--- config.mk ---
export PLATFORM = sky130hd
export DESIGN_NAME = xtrig_detect
export DESIGN_NICKNAME = d
export VERILOG_FILES = /design/src/rtl/xtrig_pkg.sv /design/src/rtl/xtrig_sync.sv /design/src/rtl/xtrig_mode_regs.sv /design/src/rtl/xtrig_line.sv /design/src/rtl/xtrig_detect.sv
export SDC_FILE = /design/constraint.sdc
export NUM_CORES = 1
export LEC_CHECK = 0
export ABC_AREA = 1
export BUFFER_PORTS_ARGS = -buffer_cell sky130_fd_sc_hd__buf_2
export CORE_ASPECT_RATIO = 1.1
export CORE_MARGIN = 2
export CORE_UTILIZATION = 43
export DETAILED_ROUTE_END_ITERATION = 16
export GPL_ROUTABILITY_DRIVEN = 0
export PLACE_DENSITY = 0.73
export SYNTH_ARGS = -nofsm -noshare
export SYNTH_HDL_FRONTEND = slang
export SYNTH_SLANG_ARGS = --single-unit
--- constraint.sdc ---
create_clock -name clk -period 2.4 [get_ports clk]
set_input_delay 0.24 -clock clk [delete_from_list [all_inputs] [get_ports clk]]
set_output_delay 0.24 -clock clk [all_outputs]
set_load 0.005 [all_outputs]
--- src/rtl/xtrig_pkg.sv ---
package xtrig_pkg;

    localparam int MODE_W = 2;
    localparam int BYTE_W = 8;

    typedef enum logic [MODE_W-1:0] {
        TRIG_LOW  = 2'd0,
        TRIG_HIGH = 2'd1,
        TRIG_RISE = 2'd2,
        TRIG_FALL = 2'd3
    } trig_mode_e;

    typedef struct packed {
        logic now;
        logic prev;
    } line_hist_t;

    function automatic logic eval_trigger(trig_mode_e mode, line_hist_t h);
        logic hit;
        case (mode)
            TRIG_LOW:  hit = ~h.now;
            TRIG_HIGH: hit = h.now;
            TRIG_RISE: hit = h.now & ~h.prev;
            default:   hit = ~h.now & h.prev;
        endcase
        return hit;
    endfunction

endpackage

--- src/rtl/xtrig_sync.sv ---
module xtrig_sync #(
    parameter int WIDTH  = 8,
    parameter int STAGES = 2
) (
    input  logic             clk,
    input  logic             rst,
    input  logic [WIDTH-1:0] d_i,
    output logic [WIDTH-1:0] q_o
);

    logic [WIDTH-1:0] stage_q [STAGES];

    always_ff @(posedge clk) begin
        if (rst) begin
            for (int k = 0; k < STAGES; k++) stage_q[k] <= '0;
        end else begin
            stage_q[0] <= d_i;
            for (int k = 1; k < STAGES; k++) stage_q[k] <= stage_q[k-1];
        end
    end

    assign q_o = stage_q[STAGES-1];

    generate
        if (STAGES == 2) begin : g_chk2
            logic [1:0] warm_q;
            always_ff @(posedge clk) begin
                if (rst) warm_q <= '0;
                else if (warm_q != 2'd3) warm_q <= warm_q + 2'd1;
            end

            sync_delay_chk: assert property (@(posedge clk) disable iff (rst)
                (warm_q == 2'd3) |-> (q_o == $past(d_i, 2)));
        end
    endgenerate

endmodule

--- src/rtl/xtrig_mode_regs.sv ---
module xtrig_mode_regs
    import xtrig_pkg::*;
#(
    parameter int N_LINES       = 8,
    parameter int LINES_PER_REG = 4,
    parameter int ADDR_W        = 3
) (
    input  logic                      clk,
    input  logic                      rst,
    input  logic [ADDR_W-1:0]         addr_i,
    input  logic                      wr_i,
    input  logic [BYTE_W-1:0]         wdata_i,
    output logic [BYTE_W-1:0]         rdata_o,
    output logic [N_LINES*MODE_W-1:0] mode_vec_o
);

    localparam int N_REGS   = N_LINES / LINES_PER_REG;
    localparam int REG_BITS = LINES_PER_REG * MODE_W;

    logic [N_LINES*MODE_W-1:0] mode_vec_q;
    logic                      addr_hit;

    generate
        for (genvar r = 0; r < N_REGS; r++) begin : g_reg
            always_ff @(posedge clk) begin
                if (rst)
                    mode_vec_q[r*REG_BITS +: REG_BITS] <= {LINES_PER_REG{TRIG_FALL}};
                else if (wr_i && addr_i == ADDR_W'(r))
                    mode_vec_q[r*REG_BITS +: REG_BITS] <= wdata_i[REG_BITS-1:0];
            end


            reg_write_chk: assert property (@(posedge clk) disable iff (rst)
                (wr_i && addr_i == ADDR_W'(r)) |=>
                (mode_vec_q[r*REG_BITS +: REG_BITS] == $past(wdata_i[REG_BITS-1:0])));
        end
    endgenerate

    always_comb begin
        rdata_o  = '0;
        addr_hit = 1'b0;
        for (int r = 0; r < N_REGS; r++) begin
            if (addr_i == ADDR_W'(r)) begin
                rdata_o  = BYTE_W'(mode_vec_q[r*REG_BITS +: REG_BITS]);
                addr_hit = 1'b1;
            end
        end
    end

    assign mode_vec_o = mode_vec_q;


    unmapped_write_chk: assert property (@(posedge clk) disable iff (rst)
        (wr_i && !addr_hit) |=> $stable(mode_vec_q));


    reset_mode_chk: assert property (@(posedge clk) disable iff (rst)
        $past(rst) |-> (mode_vec_q == {N_LINES{TRIG_FALL}}));

endmodule

--- src/rtl/xtrig_line.sv ---
module xtrig_line
    import xtrig_pkg::*;
(
    input  logic       clk,
    input  logic       rst,
    input  trig_mode_e mode_i,
    input  logic       sync_i,
    output logic       req_o
);

    logic       prev_q;
    line_hist_t hist;

    // History always tracks the synchronised input, so a mode change
    // compares against the present level and sees no edge.
    always_ff @(posedge clk) begin
        if (rst) prev_q <= 1'b0;
        else     prev_q <= sync_i;
    end

    always_comb begin
        hist.now  = sync_i;
        hist.prev = prev_q;
        req_o     = eval_trigger(mode_i, hist);
    end


    rise_pulse_chk: assert property (@(posedge clk) disable iff (rst)
        (mode_i == TRIG_RISE && req_o) |=> !(mode_i == TRIG_RISE && req_o));


    fall_pulse_chk: assert property (@(posedge clk) disable iff (rst)
        (mode_i == TRIG_FALL && req_o) |=> !(mode_i == TRIG_FALL && req_o));


    mode_change_chk: assert property (@(posedge clk) disable iff (rst)
        (!$stable(mode_i) && sync_i == prev_q &&
         (mode_i == TRIG_RISE || mode_i == TRIG_FALL)) |-> !req_o);

endmodule

--- src/rtl/xtrig_detect.sv ---
module xtrig_detect
    import xtrig_pkg::*;
#(
    parameter int N_LINES       = 8,
    parameter int LINES_PER_REG = 4,
    parameter int SYNC_STAGES   = 2,
    parameter int ADDR_W        = 3
) (
    input  logic               clk,
    input  logic               rst,
    input  logic [N_LINES-1:0] pin_i,
    input  logic [ADDR_W-1:0]  reg_addr_i,
    input  logic               reg_wr_i,
    input  logic [BYTE_W-1:0]  reg_wdata_i,
    output logic [BYTE_W-1:0]  reg_rdata_o,
    output logic [N_LINES-1:0] req_o
);

    logic [N_LINES-1:0]        pin_sync;
    logic [N_LINES*MODE_W-1:0] mode_vec;

    xtrig_sync #(
        .WIDTH  (N_LINES),
        .STAGES (SYNC_STAGES)
    ) u_sync (
        .clk (clk),
        .rst (rst),
        .d_i (pin_i),
        .q_o (pin_sync)
    );

    xtrig_mode_regs #(
        .N_LINES       (N_LINES),
        .LINES_PER_REG (LINES_PER_REG),
        .ADDR_W        (ADDR_W)
    ) u_regs (
        .clk        (clk),
        .rst        (rst),
        .addr_i     (reg_addr_i),
        .wr_i       (reg_wr_i),
        .wdata_i    (reg_wdata_i),
        .rdata_o    (reg_rdata_o),
        .mode_vec_o (mode_vec)
    );

    generate
        for (genvar i = 0; i < N_LINES; i++) begin : g_line
            xtrig_line u_line (
                .clk    (clk),
                .rst    (rst),
                .mode_i (trig_mode_e'(mode_vec[i*MODE_W +: MODE_W])),
                .sync_i (pin_sync[i]),
                .req_o  (req_o[i])
            );
        end
    endgenerate


    reset_quiet_chk: assert property (@(posedge clk) disable iff (rst)
        $past(rst) |-> (req_o == '0));

endmodule

==> impl_summary.log <==
INFO  metric outcome = completed
INFO  metric totalNegativeSetupSlack = 0 ns
INFO  metric synthCells = roughly 270
INFO  metric timing_hold_violations_final = 0
INFO  metric final_setup_violation_count = 0
INFO  metric synth_seq_area_share = between 40% and 50%
INFO  metric pin_count = 38
INFO  metric cts_resized = 0
INFO  metric wire_per_inst = roughly 9.8 um
INFO  metric firstDrtPassIters = 4
INFO  metric p_sw = approximately 310 uW
INFO  metric critical_path.slowest_cell = sky130_fd_sc_hd__nor2_4
INFO  metric cp_top_family = simple AND/OR/NAND/NOR gates
INFO  metric via_count_of_the_first_global_routing_pass = approximately 1,400
INFO  metric post-route-min-period = approximately 1.7 ns
INFO  metric core-area = approximately 0.0043 mm^2
INFO  metric slew_headroom = 63.7%
INFO  metric final-instance-count-excl-fill = between 300 and 400
INFO  metric skew = roughly 0.0023 ns
INFO  metric comb_power_share = between 10 and 15%
INFO  metric timing.max_cap.violations = 0
INFO  metric crit_fanout = 23
INFO  metric clock.fmax = 594 MHz
INFO  metric floorplan.initialDensity = around 44%
INFO  metric routed_wirelength = between 3000 and 4000 um
INFO  metric path_clk_slew = 0.07 ns
INFO  metric route.detailed.drc = 0
INFO  metric layout.cells.most_common_list = sky130_fd_sc_hd__nand2_1 (93), sky130_fd_sc_hd__inv_1 (41), sky130_fd_sc_hd__dfxtp_1 (40), sky130_fd_sc_hd__buf_2 (37)
INFO  metric cts_inserted_buffers = 5
INFO  metric route.detailed.vias_per_inst = around 4.7
INFO  metric drive_gt1_share = roughly 17%
INFO  metric power-per-cell-area = between 600 and 700 mW/mm^2
INFO  metric grt_start_max_net_pins = 25
INFO  metric clock_insertion_delay_worst_skew = 0.29 ns
INFO  metric antenna_found_initial = 0
INFO  metric commonest_non_fill_non_tap_cell_in_the_layout = sky130_fd_sc_hd__nand2_1
INFO  metric p_int = ~940 uW
INFO  metric cts_buffer_depth = 2
INFO  metric fp.dieW = 66.9 um
INFO  metric htree_levels = 2
INFO  metric globalRouteOverflowTotal = 0
INFO  metric synth-warning-count = 0
INFO  metric finalWorstSetupSlack = 0.716 ns
INFO  metric final.period_utilization = between 70% and 80%
INFO  metric post_cts_setup_inserts = 0
INFO  metric cp_cell_sequence = buf_2 > nor2_4 > nand2_1 > o21ai_0 > buf_2
INFO  metric cts_tree = done
INFO  metric power.ir.vdd_worst = 0.515 mV
INFO  metric syn-num-nets = a little under 300
INFO  metric buffers_plus_inverters_on_the_worst_setup_path = 2
INFO  metric floorplan.die.height = 73.2 um
INFO  metric startpoint_type = primary input
INFO  metric grt_first_pass_wirelength = between 5000 and 6000 um
INFO  metric worst_path_largest_cell_delay = ~0.45 ns
INFO  metric power.sequential.fraction = 56.4%
INFO  metric via_count = ~1,600
INFO  metric power.switching_fraction = around 25%
INFO  metric timing.final.max_slew_violations = 0
INFO  metric grt_setup_unrepaired = false
INFO  metric die_area = 0.00489 mm^2
INFO  metric layout-area-overhead-vs-synth = 10.6%
INFO  metric total_number_of_placement_rows = 25
INFO  metric cpMostUsedCell = sky130_fd_sc_hd__buf_2
INFO  metric tritoncts_num_sinks = 40
INFO  metric unique_cell_type_count_in_the_yosys_netlist = 15
INFO  metric drtAntennaViolNets = 0
INFO  metric cp.required = about 2.2 ns
INFO  metric place_ws = 0.766 ns
INFO  metric syn_area_per_cell = 6.95 um^2
INFO  metric postSynthRegisterBits = 40
INFO  metric crit_type = in -> out
INFO  metric final_nets = 318
INFO  metric tightestPinTransition = 0.543 ns
INFO  metric mappedNetlistArea = approximately 0.0019 mm^2
INFO  metric path_class_of_the_lowest_slack_min_delay_path = in -> reg
INFO  metric worst_ep_arrival_time = ~1.4 ns
INFO  metric placement.io_buffers = 37
INFO  metric worstSetupEndpointType = primary output
INFO  metric place_inst = 343
INFO  metric dr.first_iter.drc_count = slightly below 60
INFO  metric hpwl_detailed = 2600 um
INFO  metric antennaDiodeCount = 0
INFO  metric global_route.usage.total = between 10% and 20%
INFO  metric clock_tree_root_driver_cell = sky130_fd_sc_hd__clkbuf_8
INFO  metric clock_power_share = roughly a third
INFO  metric cts-hold-fix-buffers = 0
INFO  metric power.leakage = between 0.001 and 0.0015 uW
-- metrics by stage --
step                hold slack, ns  power (uW)  cell area, um^2  util [%]
floorplan                    0.347         821             1870         -
global placement             0.391         854             1990      46.8
detailed placement           0.396         859             1990      46.8
CTS                          0.137        1270             2070      48.6
global route                 0.145        1320             2070      48.6
finish                       0.148        1250             2070      48.6
-- cell type report --
cell class	instances	area [um^2]
Fill cell	445	2190
Inverter	42	158
Tap cell	54	67.6
Clock inverter	1	5.00
Timing Repair Buffer	38	193
Sequential cell	40	801
Clock buffer	6	72.6
Multi-Input combinational cell	169	772
-- registers in the layout (all words and copies together), names as in the netlist --
name / flops
g_line.u_line.prev_q: 8
u_sync.stage_q: 16
u_regs.mode_vec_o: 16
-- per-layer routing --
| metal | global-route usage, % | wire length (um) | vias to the layer above |
|---|---|---|---|
| met5 | 0 | 0 | - |
| met4 | 5.44 | 43 | 0 |
| met3 | 4.78 | 222 | 4 |
| met2 | 24.8 | 1540 | 36 |
| met1 | 19.1 | 1610 | 710 |
| li1 | - | - | 881 |
-- synth_stat cells --
cell type / n / area (um^2)
sky130_fd_sc_hd__nand2_1: 93 / 349
sky130_fd_sc_hd__nand3_1: 20 / 100
sky130_fd_sc_hd__buf_6: 3 / 33.8
sky130_fd_sc_hd__o21ai_0: 4 / 20.0
sky130_fd_sc_hd__dfxtp_1: 40 / 801
sky130_fd_sc_hd__nor3_4: 1 / 16.3
sky130_fd_sc_hd__inv_1: 41 / 154
sky130_fd_sc_hd__buf_2: 3 / 15.0
sky130_fd_sc_hd__nand3_4: 2 / 35.0
sky130_fd_sc_hd__nand4_1: 24 / 150
sky130_fd_sc_hd__nor2_4: 1 / 11.3
sky130_fd_sc_hd__nor2_1: 24 / 90.1
sky130_fd_sc_hd__buf_4: 11 / 82.6
sky130_fd_sc_hd__inv_2: 1 / 3.75
sky130_fd_sc_hd__clkbuf_4: 1 / 7.51
-- path summary, 6_finish.rpt --
check / start / endpoint / slack, ns / cells past startpoint
max: reg_addr_i[1] / reg_rdata_o[4] / 0.72 / 5
max reg2reg: u_regs.mode_vec_o[9]$_SDFFE_PP1P_ / u_regs.mode_vec_o[9]$_SDFFE_PP1P_ / 1.77 / 2
min: pin_i[5] / u_sync.stage_q[0][5]$_SDFF_PP0_ / 0.15 / 3
min reg2reg: u_sync.stage_q[0][6]$_SDFF_PP0_ / u_sync.stage_q[0][14]$_SDFF_PP0_ / 0.40 / 2
-- cell families after synthesis --
kind of cell / synth area share (%)
flip-flops: 42.8
AO/OA/AOI/OAI: 1.07
AND/OR/NAND/NOR: 40.2
buffers and inverters: 15.9
-- power by group through the flow --
stage          combinational [uW]  clock [uW]  sequential (uW)
2_1_floorplan                 106           0              716
3_3_place_gp                  136           0              719
3_5_place_dp                  139           0              720
4_1_cts                       140         426              704
5_1_grt                       159         453              707
6_report                      138         407              704
-- worst reg2reg max path, delay by kind of cell (launching register included) --
kind,cells,cell delay (ns)
flops,1,0.35
simple gates,2,0.15
Power figures use the tool's default switching activity.
